## config.mk

```make
export PLATFORM = sky130hd
export DESIGN_NAME = ddr_rd_trunc_tracker
export DESIGN_NICKNAME = d
export VERILOG_FILES = /design/src/rtl/ddr_rd_trunc_tracker.sv
export SDC_FILE = /design/constraint.sdc
export NUM_CORES = 1
export LEC_CHECK = 0
export BUFFER_PORTS_ARGS = -buffer_cell sky130_fd_sc_hd__buf_4
export CORE_ASPECT_RATIO = 1.5
export CORE_MARGIN = 2
export CORE_UTILIZATION = 45
export DETAILED_ROUTE_END_ITERATION = 12
export GPL_TIMING_DRIVEN = 0
export PLACE_DENSITY = 0.7
export SLEW_MARGIN = 20
export SYNTH_ARGS = -nofsm -noshare
export SYNTH_HDL_FRONTEND = slang
export SYNTH_SLANG_ARGS = --single-unit
```

## constraint.sdc

```tcl
create_clock -name clk -period 5.1 [get_ports clk]
set_input_delay 0.51 -clock clk [delete_from_list [all_inputs] [get_ports clk]]
set_output_delay 0.51 -clock clk [all_outputs]
set_load 0.05 [all_outputs]
```

## src/rtl/ddr_rd_trunc_tracker.sv

```systemverilog
module ddr_rd_trunc_tracker #(
  parameter int TAG_W   = 4,
  parameter int GAP_MIN = 1
) (
  input  logic             clk,
  input  logic             rst_n,
  input  logic [1:0]       cmd,
  input  logic [1:0]       bank,
  input  logic [2:0]       rd_col,
  input  logic [1:0]       cfg_bl,
  input  logic             cfg_cl_half,
  output logic             rise_vld,
  output logic [TAG_W-1:0] rise_tag,
  output logic [2:0]       rise_idx,
  output logic             fall_vld,
  output logic [TAG_W-1:0] fall_tag,
  output logic [2:0]       fall_idx,
  output logic             proto_err
);

  localparam int IW = 3;
  localparam int EW = 1 + TAG_W + IW;
  localparam int PD = 7;
  localparam int GW = $clog2(GAP_MIN + 1) + 1;

  logic [2:0]       mask;
  logic [3:0]       bl_n;
  logic             act;
  logic [1:0]       cur_bank;
  logic [TAG_W-1:0] cur_tag, tag_ctr;
  logic [2:0]       base, off;
  logic [3:0]       cnt;
  logic [GW-1:0]    since_rd;
  logic [EW-1:0]    pipe [PD];

  assign mask = (cfg_bl == 2'd0) ? 3'd1 : (cfg_bl == 2'd1) ? 3'd3 : 3'd7;
  assign bl_n = {1'b0, mask} + 4'd1;

  wire too_soon = since_rd < GW'(GAP_MIN);
  wire is_rd    = cmd == 2'd1;
  wire is_pre   = cmd == 2'd2;
  wire bad      = (cmd == 2'd3) | ((is_rd | is_pre) & too_soon);
  wire rd_ok    = is_rd & ~too_soon;
  wire kill     = is_pre & ~too_soon & act & (bank == cur_bank);

  logic             c_live;
  logic [TAG_W-1:0] c_tag;
  logic [2:0]       c_base, c_off;
  logic [3:0]       c_n;

  always_comb begin
    if (rd_ok) begin
      c_live = 1'b1;
      c_tag  = tag_ctr;
      c_base = rd_col & ~mask;
      c_off  = rd_col & mask;
      c_n    = 4'd0;
    end else begin
      c_live = act & ~kill;
      c_tag  = cur_tag;
      c_base = base;
      c_off  = off;
      c_n    = cnt;
    end
  end

  wire [2:0] i0 = c_base | (3'(c_off + c_n[2:0]) & mask);
  wire [2:0] i1 = c_base | (3'(c_off + c_n[2:0] + 3'd1) & mask);
  wire [EW-1:0] h0 = {c_live, c_tag, i0};
  wire [EW-1:0] h1 = {c_live, c_tag, i1};
  wire [3:0] n_next = 4'(c_n + 4'd2);

  always_ff @(posedge clk) begin
    if (!rst_n) begin
      act       <= 1'b0;
      cur_bank  <= '0;
      cur_tag   <= '0;
      tag_ctr   <= '0;
      base      <= '0;
      off       <= '0;
      cnt       <= '0;
      since_rd  <= GW'(GAP_MIN);
      proto_err <= 1'b0;
      for (int j = 0; j < PD; j++) pipe[j] <= '0;
    end else begin
      act <= c_live & (n_next < bl_n);
      cnt <= n_next;
      if (rd_ok) begin
        cur_bank <= bank;
        cur_tag  <= tag_ctr;
        tag_ctr  <= tag_ctr + 1'b1;
        base     <= c_base;
        off      <= c_off;
        since_rd <= GW'(1);
      end else if (too_soon) begin
        since_rd <= since_rd + GW'(1);
      end
      if (bad) proto_err <= 1'b1;
      pipe[0] <= h1;
      pipe[1] <= h0;
      for (int j = 2; j < PD; j++) pipe[j] <= pipe[j-2];
    end
  end

  wire [EW-1:0] rise_e = cfg_cl_half ? pipe[6] : pipe[5];
  wire [EW-1:0] fall_e = cfg_cl_half ? pipe[5] : pipe[4];

  assign {rise_vld, rise_tag, rise_idx} = rise_e;
  assign {fall_vld, fall_tag, fall_idx} = fall_e;

endmodule

```

======== After elaboration in Yosys (flattened, before gate mapping) ========
Memory sizes are Yosys's and may differ from the RTL's.
Cells that the tools add are included.
operators by class
  shifts and indexed selects .............. 0
  bitwise gates (word level) .............. 26
  equal/unequal tests ..................... 5
  reductions and logical operators ........ 2
  div/mod/pow operators ................... 0
  multipliers ............................. 0
  muxes and demuxes ....................... 18
  add/sub/neg operators ................... 6
  order comparisons ....................... 2
operator list
  operator               number
  $mux W8                9
  $and A3 B3 Y3          4
  $mux W3                4
  $or A1 B1 Y1           9
  $mux W4                2
  $and A1 B1 Y1          7
  $or A3 B3 Y3           2
  $add A3 B1 Y4 const B  1
  $add A4 B1 Y4 const B  1
  $add A4 B2 Y4 const B  1
  $eq A2 B1 Y1 const B   2
  $eq A2 B2 Y1 const B   2
  $lt A4 B4 Y1           1
  $add A3 B1 Y3 const B  1
  $add A3 B3 Y3          1
  $mux W1                3
  $not A1 Y1             3
  $not A3 Y3             1
  $add A2 B1 Y2 const B  1
  $eq A2 B2 Y1           1
  $logic_not A2 Y1       1
  $lt A2 B1 Y1 const B   1
  $reduce_or A2 Y1       1
word-level totals
  RAM bits ................................ 56
  memories kept ........................... 1
  register bits ........................... 24
  output and inout bits ................... 17
  memory bits (read-only) ................. 0
  input port bits ......................... 12
  word-level logic and storage cells ...... 69
  latch bits .............................. 0
memories
  memory  words  bits a word  read ports  clocked after Yosys merged registers in  wr ports  line  source
  pipe    7      8            7           0                                        7         34    logic [EW-1:0] pipe [PD];

======== Longest topological paths before layout ========
  depth in word-level cells ............... 10
  depth in mapped cells ................... 15
  mapped depth without buffers ............ 13

======== Worst setup path before layout ========
Ideal clock, no wire load.
  path type ............................... input to register
  start point ............................. input port cmd[1]
  end point ............................... memory pipe[0][2] in the netlist's numbering
  data arrival time ....................... 2.514 ns
  path buffers ............................ 3
  library setup time ...................... 0.124 ns
  data required time ...................... 4.976 ns
  cell stages on the path ................. 15
  path slack .............................. 2.462 ns
  cells stage by stage .................... inv_1 -> ha_1 -> nand2b_1 -> buf_6 -> buf_6 -> buf_6 -> and2_1 -> ha_1 -> inv_1 -> fa_1 -> inv_1 -> ha_1 -> xnor2_1 -> xnor2_1 -> o21ai_1
RTL lines
  element          line  source
  start, declared  7     input logic [1:0] cmd,
  end, declared    34

==> out/metrics.cfg <==
[synth]
yosysTopAreaCellShare_pct = 51.6
synth_top_cell_by_area = dfxtp_1
synth.distinct_cells = 30
synth_xor_area_share_pct = 3.70
synth_cells = 231
synth_top_family_by_area = simple AND/OR/NAND/NOR gates
synth_edf_count = 0
syn_nets = 254
synth_top_flop_cell = dfxtp_1
synthSimpleGateAreaFrac_pct = 20.0
syn-cell-area_mm2 = 0.00237
synth-async-reset-ratio_pct = 0
yosysSeqAreaShare_pct = 51.6
netlist_top_cells_area = dfxtp_1 (52%), and2_1 (11%), ha_1 (5.3%)
synth_common_cells = dfxtp_1 (61), and2_1 (41), nand2_1 (26), mux2_2 (11)
synthMuxAreaShare_pct = 6.18
synth_fa_ha_area_share_pct = 6.13
yosysMostFrequentCell = dfxtp_1
synth_compound_area_share_pct = 6.81
ys_ff_latch = 61
avgSynthCellArea_um2 = 10.3
yosysWarnings = 0

[grt]
gr-usage-met1_pct = 14.8
grt_pass1_wl_um = 6580
globalRouteMet2Util_pct = 27.2
antenna_found_initial = 0
grt_pass1_vias = 1564
grt_overflow = 0
grt_use_met3_pct = 4.13
grt_start_max_net_pins = 11
grt_use_total_pct = 14.9
grt_busiest_layer = met2

[power]
p_int_uw = 769
power.density_mw_per_mm2 = 350
clkPwrFrac_pct = 41.6
ir_drop_v = 0.000170
comb_power_share_pct = 8.5
leakage_uw = 0.00128
p_switching_uw = 232
pwr-share-seq_pct = 49.9
sw_frac_of_total_pct = 23.1

[drt]
drc = 0
vias_per_cell = 4.60
wire_per_inst_um = 11.3
routed_wirelength_um = 3880
drtIter0Drc = 54
antenna_left = 0
drt-pass1-iter-count = 4
num_vias = 1577

[timing]
finClkSkew_ps = 3.44
fmax_ghz = 0.354
setup_viol = 0
max_slew_margin_pct = 67.3
finalCritPeriodShare_pct = 55.3
slew_viol_final = 0
worst_slack_ps = 2280
rsz0062_at_grt = false
worstMarginPinSlew_ps = 491
period_needed_ps = 2820
hold_violations = 0
fin_tns_setup_ps = 0

[clocking]
insertion_delay_ps = 330
cts_sinks = 61
hold_buffers = 0
clk_pin_slew_ps = 60
h-tree-depth = 3
cts_buffers = 9
cts_resized = 0
clockRootBuffer = clkbuf_8
post_cts_buffers = 0
clock_path_buffers = 2
cts_tree = yes

[die]
start_util_pct = 46.2
io_pins = 29
die-height_um = 92.9
core_area_mm2 = 0.00512
dieArea_mm2 = 0.00587
die_w_um = 63.2
rows = 32

[job]
maxCapViolCount = 0

[setup_path]
start_kind = flip-flop
critPathRequiredTime_ps = 5320
arrival_ps = 3040
crit_fanout = 10
endpoint_kind = flip-flop
worstSetupPathType = reg2reg

[placed_design]
gp_congestion = 0.791
portBuffers = 28
post-dp-hpwl_um = 2750
dp_slack_ps = 2150
place_inst = 327

[finish]
drive_gt1_share_pct = 22.9
seq_area_mm2 = 0.00122
nNetsFinal = 293
antenna-diode-count = 0
instances_no_fill = 343
fillers = 488
area_growth_pct = 20.6
multi_input_area_mm2 = 0.00101

[outcome]
status = complete, no violations

[min_path]
hold_path_class = reg2reg

[worst max-delay path, cell delays in order (launching register included)]
cell	delay [ps]
dfxtp_1	350
inv_1	60
ha_1	270
and2b_1	320
buf_2	250
nand2_1	80
nand2_1	80
ha_1	150
inv_1	50
fa_1	470
inv_1	50
ha_1	200
xnor2_1	160
xnor2_1	130
o21ai_1	60
[metrics by stage]
step | hold WS, ps | utilization [%] | power, uW | cell area (um2)
final | 431 | 55.7 | 1000 | 2860
after global routing | 448 | 55.7 | 1040 | 2860
after CTS | 432 | 55.7 | 1010 | 2860
after detailed placement | 419 | 52.0 | 597 | 2660
after global placement | 413 | 52.0 | 594 | 2660
after floorplan | 412 | - | 570 | 2370
[layer usage]
metal	share of wire (%)	wire length (um)
met1	43	1670
met2	49	1910
met3	4.7	182
met4	3.0	115
met5	0	0
[logic make-up after synthesis]
kind of cell	count (synthesis)
adders and majority gates	11
AOI/OAI and AO/OA	25
DFF	61
muxes	12
buffers and inverters	25
xor gates and xnor gates	10
and+or+nand+nor	87
[final timing paths]
| kind | start | to | slack [ps] | depth (start not counted) |
|---|---|---|---|---|
| worst min register to register | pipe[0][25] | pipe[0][41] | 430 | 1 |
| worst max register to register | since_rd[0] | pipe[0][2] | 2280 | 14 |
| worst min-delay path | pipe[0][25] | pipe[0][41] | 430 | 1 |
| worst max-delay path | since_rd[0] | pipe[0][2] | 2280 | 14 |
[state kept, by name, indices dropped and copies added (netlist names)]
name,count
act,1
proto_err,1
cur_bank,2
base,3
cnt,4
cur_tag,3
off,3
pipe,38
tag_ctr,4
since_rd,2
[layout make-up]
cell class / instances / share of cell area [%]
inverter: 10 / 1.31
multi-input combinational: 145 / 35.5
clock inverter: 4 / 1.66
tap: 68 / 2.98
timing repair buffer: 28 / 7.36
clock buffer: 12 / 5.08
buffer: 15 / 3.37
sequential: 61 / 42.8
[power groups by stage]
stage / Clock [uW] / Sequential, uW / Combinational, uW
final: 416 / 500 / 85.6
after floorplan: 0 / 512 / 57.8
after detailed placement: 0 / 510 / 86.9
after global placement: 0 / 510 / 84.8
after global routing: 448 / 501 / 95.6
after CTS: 426 / 500 / 87.2
[layout by cell type (no fill, tap or decap), types with 7 or more instances in the layout]
master	n
a21boi_0	10
and2_1	41
buf_4	32
clkbuf_1	8
clkbuf_8	10
dfxtp_1	61
ha_1	10
inv_1	10
mux2_2	11
nand2_1	26
xnor2_1	7
Power figures use the tool's default switching activity.
